File: src/rtl/strap_pkg.sv
package strap_pkg;

  localparam int STRAP_W = 5;
  localparam int PIN_W   = 7;
  localparam int KHZ_W   = 17;

  typedef enum logic [0:0] {
    ST_SAMPLE = 1'b0,
    ST_RUN    = 1'b1
  } seq_st_t;

  typedef struct packed {
    logic       swing;
    logic       mode;
    logic [2:0] fsel;
  } strap_cfg_t;

  function automatic strap_cfg_t pins_to_cfg(input logic [STRAP_W-1:0] pins);
    strap_cfg_t c;
    c.fsel  = pins[2:0];
    c.mode  = pins[3];
    c.swing = pins[4];
    return c;
  endfunction

  function automatic logic [KHZ_W-1:0] fsel_to_khz(input logic [2:0] idx);
    logic [KHZ_W-1:0] k;
    case (idx)
      3'd0:    k = KHZ_W'(50000);
      3'd1:    k = KHZ_W'(75000);
      3'd2:    k = KHZ_W'(83300);
      3'd3:    k = KHZ_W'(68500);
      3'd4:    k = KHZ_W'(55000);
      3'd5:    k = KHZ_W'(75000);
      3'd6:    k = KHZ_W'(60000);
      default: k = KHZ_W'(66800);
    endcase
    return k;
  endfunction

endpackage

File: src/rtl/strap_rst_sync.sv
module strap_rst_sync #(
  parameter int STAGES = 2
) (
  input  logic clk,
  input  logic arst_n,
  output logic rst_n
);
  logic [STAGES-1:0] sh;

  always_ff @(posedge clk or negedge arst_n) begin
    if (!arst_n) sh <= '0;
    else         sh <= {sh[STAGES-2:0], 1'b1};
  end

  assign rst_n = sh[STAGES-1];
endmodule

File: src/rtl/strap_win_timer.sv
module strap_win_timer #(
  parameter int WIN_CYCLES = 28636
) (
  input  logic clk,
  input  logic rst_n,
  input  logic en,
  output logic win_done
);
  localparam int CW = (WIN_CYCLES > 2) ? $clog2(WIN_CYCLES) : 1;
  localparam logic [CW-1:0] LAST = CW'(WIN_CYCLES - 1);

  logic [CW-1:0] cnt;

  assign win_done = en && (cnt == LAST);

  always_ff @(posedge clk or negedge rst_n) begin
    if (!rst_n)                cnt <= '0;
    else if (en && !win_done)  cnt <= cnt + 1'b1;
  end
endmodule

File: src/rtl/strap_capture.sv
module strap_capture
  import strap_pkg::*;
(
  input  logic               clk,
  input  logic               rst_n,
  input  logic               cap_stb,
  input  logic [STRAP_W-1:0] pins,
  output strap_cfg_t         cfg,
  output logic               valid
);
  always_ff @(posedge clk or negedge rst_n) begin
    if (!rst_n) begin
      cfg   <= '0;
      valid <= 1'b0;
    end else if (cap_stb && !valid) begin
      cfg   <= pins_to_cfg(pins);
      valid <= 1'b1;
    end
  end
endmodule

File: src/rtl/strap_oe_ctrl.sv
module strap_oe_ctrl
  import strap_pkg::*;
(
  input  logic             run,
  input  logic             mode,
  output logic [PIN_W-1:0] oe
);
  for (genvar i = 0; i < PIN_W; i++) begin : g_pin
    if (i >= STRAP_W) begin : g_dual
      assign oe[i] = run & mode;
    end else begin : g_strap
      assign oe[i] = run;
    end
  end
endmodule

File: src/rtl/strap_seq.sv
module strap_seq
  import strap_pkg::*;
#(
  parameter int WIN_CYCLES  = 28636,
  parameter int SYNC_STAGES = 2
) (
  input  logic               clk,
  input  logic               pwr_good,
  input  logic [STRAP_W-1:0] pin_in,
  output logic [PIN_W-1:0]   pin_oe,
  output logic [2:0]         cfg_fsel,
  output logic               cfg_mode,
  output logic               cfg_swing,
  output logic               cfg_valid,
  output logic [KHZ_W-1:0]   cpu_khz
);
  logic       rst_n;
  logic       win_done;
  logic       run;
  seq_st_t    st;
  strap_cfg_t cfg;

  strap_rst_sync #(.STAGES(SYNC_STAGES)) u_sync (
    .clk(clk), .arst_n(pwr_good), .rst_n(rst_n)
  );

  strap_win_timer #(.WIN_CYCLES(WIN_CYCLES)) u_timer (
    .clk(clk), .rst_n(rst_n), .en(st == ST_SAMPLE), .win_done(win_done)
  );

  always_ff @(posedge clk or negedge rst_n) begin
    if (!rst_n)        st <= ST_SAMPLE;
    else if (win_done) st <= ST_RUN;
  end

  assign run = (st == ST_RUN);

  strap_capture u_cap (
    .clk(clk), .rst_n(rst_n), .cap_stb(win_done), .pins(pin_in),
    .cfg(cfg), .valid(cfg_valid)
  );

  strap_oe_ctrl u_oe (
    .run(run), .mode(cfg.mode), .oe(pin_oe)
  );

  assign cfg_fsel  = cfg.fsel;
  assign cfg_mode  = cfg.mode;
  assign cfg_swing = cfg.swing;
  assign cpu_khz   = cfg_valid ? fsel_to_khz(cfg.fsel) : '0;
endmodule

File: config.mk
export PLATFORM = sky130hd
export DESIGN_NAME = strap_seq
export DESIGN_NICKNAME = d
export VERILOG_FILES = /design/src/rtl/strap_pkg.sv /design/src/rtl/strap_rst_sync.sv /design/src/rtl/strap_win_timer.sv /design/src/rtl/strap_capture.sv /design/src/rtl/strap_oe_ctrl.sv /design/src/rtl/strap_seq.sv
export SDC_FILE = /design/constraint.sdc
export NUM_CORES = 1
export LEC_CHECK = 0
export BUFFER_PORTS_ARGS = -buffer_cell sky130_fd_sc_hd__buf_2
export CAP_MARGIN = 10
export CORE_MARGIN = 2
export CORE_UTILIZATION = 55
export DETAILED_ROUTE_END_ITERATION = 7
export HOLD_SLACK_MARGIN = 0.03
export PLACE_DENSITY = 0.84
export SYNTH_ARGS = -nofsm -noshare
export SYNTH_HDL_FRONTEND = slang
export SYNTH_HIERARCHICAL = 1
export SYNTH_SLANG_ARGS = --single-unit
export TNS_END_PERCENT = 10
File: constraint.sdc
create_clock -name clk -period 3.23 [get_ports clk]
set_input_delay 0.646 -clock clk [delete_from_list [all_inputs] [get_ports clk]]
set_output_delay 0.646 -clock clk [all_outputs]
set_load 0.1 [all_outputs]
# == Word level (Yosys, flattened, before mapping) ==
# Cells that the tools add are included.
# classes
addsub,1
bitwise,2
n_mux,2
n_eq_ne,7
n_reduce_logical,7
# op_table
cell,n
17-bit one-hot mux with 6 select lines,1
17-bit two-way mux,1
15-bit by 1-bit adder with 15-bit output (second input constant),1
15-bit == test (second input constant),1
3-bit == test (second input constant),3
3-bit by 2-bit == test with 1-bit output (second input constant),2
3-bit by 1-bit == test with 1-bit output (second input constant),1
1-bit logical AND,3
3-bit zero test,1
1-bit zero test,2
2-bit OR reduction,1
1-bit bitwise AND,1
1-bit NOT,1
# word_totals
output_inout_bits,30
wordCells,26
register_bits,24

# == Depth between registers and ports, before layout ==
# Gate-level depths: netlist (run 1).
# logic_depth
word_depth,4
ltp_mapped,6
mapped_depth_nobuf,6

# == By module ==
# The synthesis (run 1) kept the hierarchy.
# modules_own_cells
mod,instances,seq_area_each_um2,cells_each,area_per_inst_um2
strap_win_timer,1,375.4,62,718.2
strap_seq,1,25.0,34,250.2
strap_capture,1,150.1,13,226.5
strap_rst_sync,1,50.0,3,53.8
strap_oe_ctrl,1,0.0,7,51.3

# == Worst setup path after synthesis (run 1) ==
# No wires, ideal clock.
# synth_timing
path_kind,reg2out
start,register u_cap.valid
end,output cpu_khz[3]
stages_incl_launch_ff,3
setup_slack_ns,-0.957
arrival_time_ns,3.541
n_path_buf,1
required_time_ns,2.584
path_cell_list,dfrtp_1 > clkbuf_4 > nor3b_1
# synth_between
elab_chain_cells,1
# synth_rtl
element,line_no,rtl
start: declaration,strap_capture.sv:9,output logic valid
start signal: assignment,strap_capture.sv:14,valid <= 1'b0;
start signal: assignment,strap_capture.sv:17,valid <= 1'b1;
17-bit two-way mux,strap_seq.sv:50,assign cpu_khz = cfg_valid ? fsel_to_khz(cfg.fsel) : '0;
end: declaration,strap_seq.sv:15,output logic [KHZ_W-1:0] cpu_khz
# Every way passes these cells.

# == Worst setup path in the final report (run 1) ==
# layout_timing
start,"register, netlist name u_cap/cfg[1]"
end,output cpu_khz[9]
# layout_between
elab_chain_cells,4
word_cells_on_any_way,10
classes_between,eq/ne: 6; mux: 2; reduce/logical: 2
# layout_rtl
element,line_no,rtl
3-bit == test / 3-bit by 1-bit == test with 1-bit output (equally long branches),strap_pkg.sv:28,case (idx)
2-bit OR reduction (no line),--,
17-bit one-hot mux with 6 select lines (*),strap_pkg.sv:28,
17-bit two-way mux (*),strap_seq.sv:50,
# Mark *: on every way between the ends. The rest lies on a longest branch, timed or not.

==> results of run 1 <==
[how the worst max path moves through the flow]
| stage | endpoint | slack, ns | cells after the start |
|---|---|---|---|
| after floorplan | cpu_khz[13] | -0.95 | 2 |
| after global placement | u_cap/cfg[4]$_DFFE_PN0P_ | 1.04 | 6 |
| after detailed placement | u_cap/cfg[2]$_DFFE_PN0P_ | 0.91 | 6 |
| after CTS | cpu_khz[9] | 0.78 | 4 |
| after global routing | cpu_khz[9] | 0.64 | 4 |
| final | cpu_khz[9] | 0.79 | 4 |
[routing by layer]
layer / GRT usage, % / part of all wire (%) / vias to the layer above
li1: - / - / 452
met1: 24.1 / 40 / 455
met2: 35.6 / 51 / 58
met3: 3.71 / 8.8 / 2
met4: 8.55 / 0.41 / 0
met5: 0 / 0 / -
[final cells by class]
type	count	area share, %
clock buffer	3	1.51
tap	28	2.35
inverter	5	1.26
sequential	24	40.4
clock inverter	1	2.02
timing repair buffer	34	11.4
multi-input combinational	81	41.0
[cells in the final DEF (no fill, tap or decap), types with 2 or more instances in the layout]
cell type	n
or2_2	3
inv_1	5
buf_2	34
xnor2_1	6
nor3_1	4
conb_1	3
mux2_2	5
xor2_1	9
nand3_1	4
nand4_1	4
nor2_1	6
o21a_1	2
and2_1	4
a21boi_0	2
nor2b_4	2
and2b_2	2
clkbuf_4	3
nand2_1	6
nor4_1	6
dfrtp_1	24
[worst register-to-register path, delay by kind of cell (launching register included)]
kind,cells,cell delay (ns)
flops,1,0.42
fa+ha+maj,1,0.23
simple gates,4,1.26
mux,1,0.35
[power breakdown]
group          internal (µW)  switching, µW
clock network            125           85.2
registers                302           5.09
logic                   2.55           11.5
total                    430            102
[registers in the layout, summed over array words and instances, names as in the netlist]
signal / count
u_sync/sh: 2
u_timer/cnt: 15
u_cap/cfg: 5
u_cap/valid: 1
run: 1
[cells by family after synthesis]
family          count (synthesis)  synth area share (%)
mux                             6                  5.49
buf+inv                        15                  7.51
simple gates                   49                  23.6
compound gates                  7                  5.58
xor+xnor                       15                  10.1
flops                          24                  46.2
other cells                     2                 0.578
fa+ha+maj                       1                 0.962
[through the flow]
stage / instances / setup TNS, ns
floorplan: 120 / -3.74
global placement: 172 / 0
detailed placement: 172 / 0
CTS: 176 / 0
global route: 176 / 0
finish: 176 / 0
==> flow_summary.toml, run 1 <==
[status]
outcome = "finished clean"

[pwr]
p_total_uw = 531
pwr_density_cell_nw_per_um2 = 357
vdd_drop_max_v = 0.000310
p_leak_uw = 0.000819

[clocking]
ctsResizeCount = 0
clkTransAtPathRegs_ns = 0.12
hold_buffers = 0
cts-root-buf = "clkbuf_4"
cts_setup_buffers = 0
cts_sinks = 24
cts_tree = "yes"
clockBufferDepth = 2
numCtsBuffers = 3
htree_levels = 1
clock_latency_ns = 0.31

[timing]
slew_headroom_pct = 43.7
period_minus_slack_ns = 2.44
setup_ws_ns = 0.790
timing.fmax_mhz = 410
finalCritPeriodShare_pct = 75.5
holdWs_ns = 0.0921
tightestPinTransition_ns = 0.845
finalSetupViolations = 0
worst_clock_skew_ns = 0.00339
grt_setup_unrepaired = "no"
slew_violations = 0
hold_viol = 0

[routing]
wl_per_cell_um = 13.8
drt_iter0_drc = 36
drc = 0
vias = 967
detail-route-antenna-nets = 0
drt-pass1-iter-count = 5
wirelength_mm = 2.43
viasPerCell = 5.49

[place]
place_ws_ns = 0.907
place_congestion = 0.780
place_area_um2 = 1440
hpwl_mm = 1.77
io_buffers = 34

[cells_and_area]
fill_cells = 164
multiInputGateArea_um2 = 611
final_cell_area_um2 = 1490
final_nets = 157
syn2layout_area_growth_pct = 14.4
fin_util_pct = 66.6
seq_area_um2 = 601
antenna_cells = 0
drive_gt1_share_pct = 38.5

[synthesis]
synth_edf_count = 0
netlist_instances = 119
ys_warn_count = 6
synth_most_common_cell = "dfrtp_1"
synthArstFlopShare_pct = 100
synth_cell_types = 34
synthTopCellsByArea = "dfrtp_1, xor2_1, buf_4, mux2_2, xnor2_1"
synth_commonest_cells = "dfrtp_1, xor2_1, buf_4"
avgSynthCellArea_um2 = 10.9
ys_ff_latch = 24
syn_area_um2 = 1300
synth-seq-area-share_pct = 46.2
synth_area_leader_cell = "dfrtp_1"
synth_top_area_share_pct = 46.2
synthFlopType = "dfrtp_1"

[critical_path]
r2r_end = "u_cap/cfg[2]$_DFFE_PN0P_"
start_kind = "register"
critPathMaxFanout = 10
cp-end-kind = "primary output"
path_cells = "nor2b_4 > xnor2_1 > and2_1 > buf_2"
worst-path-buf-inv = 1
r2r_cells = 6
critPathSlowestCell = "dfrtp_1"
worstReg2RegStart = "u_timer/cnt[1]$_DFFE_PN0P_"
r2r_slack_ns = 0.87
max_stage_delay_ns = 0.51
crit_type = "register to primary output"
arrival_ns = 1.79
crit_required_ns = 2.58
critPathTopFamily = "flip-flops"
worstSetupStartpoint = "u_cap/cfg[1]$_DFFE_PN0P_"

[global_routing]
grt_overflow = 0
first_global_vias = 912
antenna_found_initial = 0
grt_pass1_wl_mm = 4.08
grt_start_max_net_pins = 23
grt_usage_pct = 20.3

[floorplan]
die_w_um = 52.6
io_pins = 37
die_height_um = 52.6
initial_core_util_pct = 58.2
dieArea_um2 = 2770
row_count = 17
core_area_um2 = 2230

[run]
max_cap_violations = 0

[hold_path]
hold_path.class = "primary input to async pin"
Power figures use the tool's default switching activity.
==> run 2, diff against run 1 <==
--- a/config.mk
+++ b/config.mk
@@ -8,10 +8,10 @@
 export BUFFER_PORTS_ARGS = -buffer_cell sky130_fd_sc_hd__buf_2
 export CAP_MARGIN = 10
 export CORE_MARGIN = 2
-export CORE_UTILIZATION = 55
+export CORE_UTILIZATION = 46
 export DETAILED_ROUTE_END_ITERATION = 7
 export HOLD_SLACK_MARGIN = 0.03
-export PLACE_DENSITY = 0.84
+export PLACE_DENSITY = 0.75
 export SYNTH_ARGS = -nofsm -noshare
 export SYNTH_HDL_FRONTEND = slang
 export SYNTH_HIERARCHICAL = 1
==> constraint.sdc (replaced) <==
create_clock -name clk -period 2.2 [get_ports clk]
set_input_delay 0.44 -clock clk [delete_from_list [all_inputs] [get_ports clk]]
set_output_delay 0.44 -clock clk [all_outputs]
set_load 0.1 [all_outputs]
==> run 2 against run 1 <==
  * Count of clock-buffer cells in the layout up 1
  * Highest routed layer unchanged
  * Clock power grew 5%
  * Largest power group unchanged
  * Sequential power up 47%
==> flow_summary.toml, run 2 (synthesis results as in run 1) <==
[global_routing]
grt_usage_pct = 15.3
grt_pass1_wl_mm = 3.86
first_global_vias = 884
grt_overflow = 0
grt_start_max_net_pins = 23
antenna_found_initial = 0

[place]
place_congestion = 0.711
place_ws_ns = -0.0227
io_buffers = 34
place_area_um2 = 1530
hpwl_mm = 1.72

[clocking]
cts_tree = "yes"
numCtsBuffers = 3
clock_latency_ns = 0.31
htree_levels = 1
clockBufferDepth = 2
cts_sinks = 24
cts-root-buf = "clkbuf_4"
clkTransAtPathRegs_ns = 0.12

[run]
max_cap_violations = 0

[pwr]
intPower_uw = 549
pwr_density_cell_nw_per_um2 = 430
p_leak_uw = 0.000855
p_clk_share_pct = 32.0
swShare_pct = 21.0
vdd_drop_max_v = 0.000452
seq_power_share_pct = 64.8
p_switching_uw = 146
p_comb_share_pct = 3.2

[cells_and_area]
fill_cells = 205
syn2layout_area_growth_pct = 24.3
largest_reg_flops = 15
drive_gt1_share_pct = 50.3
seq_area_um2 = 607
final_common_cell = "buf_2"
largest-register = "u_timer/cnt"
multiInputGateArea_um2 = 679
top_regs = "u_timer/cnt x15, u_cap/cfg x5, u_sync/sh x2"
final_cell_area_um2 = 1620
final_nets = 164
mostFrequentLayoutCells = "buf_2, dfrtp_1, xor2_1"
antenna_cells = 0

[timing]
tightestPinTransition_ns = 0.840
hold_viol = 0
period_minus_slack_ns = 2.13
timing.fmax_mhz = 471
setup_ws_ns = 0.0749
slew_headroom_pct = 44.0
slew_violations = 0
tns_ns = 0
finalSetupViolations = 0
finalCritPeriodShare_pct = 96.6
worst_clock_skew_ns = 0.00243

[critical_path]
crit_type = "register to register"
r2r_slack_ns = 0.07
cp-end-kind = "register"
crit_required_ns = 2.41
start_kind = "register"
arrival_ns = 2.33
max_stage_delay_ns = 0.51
critPathTopFamily = "simple AND/OR/NAND/NOR gates"
critPathSlowestCell = "or4b_4"
path_cells = "ha_2 > or4b_4 > nor4_4 > and2_4 > nor2b_4 > mux2_2"
worst-path-buf-inv = 0
critPathMaxFanout = 5

[routing]
drc = 0
vias = 953
drt_iter0_drc = 33
detail-route-antenna-nets = 0
viasPerCell = 5.12
wirelength_mm = 2.43
drt-pass1-iter-count = 4
wl_per_cell_um = 13.1

[floorplan]
die_height_um = 57.2
initial_core_util_pct = 48.0
dieArea_um2 = 3270
die_w_um = 57.2
core_area_um2 = 2710
io_pins = 37
row_count = 19

[status]
outcome = "finished clean"

[hold_path]
hold_path.class = "register to async pin"
-- run 2: changes by cell type in the layout (fill, tap and decap cells not counted), sizes merged --
cell	previous run	this run
buf	34	38
clkbuf	3	6
bufinv	1	0
dlygate4sd3	0	1
-- run 2: cell type report --
type	instances	share of cell area [%]
Tap cell	31	2.40
Clock buffer	4	2.25
Timing Repair Buffer	41	14.6
Inverter	5	1.16
Sequential cell	24	37.6
Multi-Input combinational cell	81	42.1
-- run 2: final timing paths --
kind	from	end	cells after the start
min	u_sync/sh[1]$_DFF_PN0_	u_timer/cnt[9]$_DFFE_PN0P_	0
max in group asynchronous	u_sync/sh[1]$_DFF_PN0_	u_cap/cfg[0]$_DFFE_PN0P_	0
max reg2reg	u_timer/cnt[1]$_DFFE_PN0P_	u_cap/cfg[4]$_DFFE_PN0P_	6
min reg2reg	u_sync/sh[1]$_DFF_PN0_	u_timer/cnt[9]$_DFFE_PN0P_	0
max	u_timer/cnt[1]$_DFFE_PN0P_	u_cap/cfg[4]$_DFFE_PN0P_	6
min in group clk	pin_in[0]	u_cap/cfg[0]$_DFFE_PN0P_	2
-- run 2: through the flow --
stage / std cells / util, % / hold slack (ns) / total power (µW)
global route: 186 / 59.6 / 0.339 / 726
finish: 186 / 59.6 / 0.355 / 694
detailed placement: 180 / 56.5 / 0.230 / 480
CTS: 185 / 58.6 / 0.344 / 707
floorplan: 120 / - / 0.144 / 475
global placement: 180 / 56.5 / 0.225 / 480
-- run 2: power groups by stage --
stage / logic, µW / clock network, µW / registers (µW)
4_1_cts: 21.9 / 234 / 451
5_1_grt: 22.8 / 250 / 453
6_report: 21.9 / 222 / 450
2_1_floorplan: 17.7 / 0 / 457
3_3_place_gp: 20.4 / 0 / 459
3_5_place_dp: 20.5 / 0 / 459
-- run 2: repair_timing --
item                                    4_1_cts  5_1_grt
setup buffers                                 0        1
endpoints found under the hold margin         2        0
pin swaps                                     1        2
hold buffers                                  1        0
endpoints found under the setup margin        7        7
gates resized for setup                       3        5
-- run 2: layer usage --
| metal | GRT usage (%) | vias to the layer above | routed length [µm] |
|---|---|---|---|
| met2 | 24.6 | 29 | 1160 |
| met4 | 4.98 | 0 | 17 |
| met3 | 5.22 | 2 | 155 |
| met5 | 0 | - | 0 |
| li1 | - | 464 | - |
| met1 | 19.5 | 458 | 1090 |
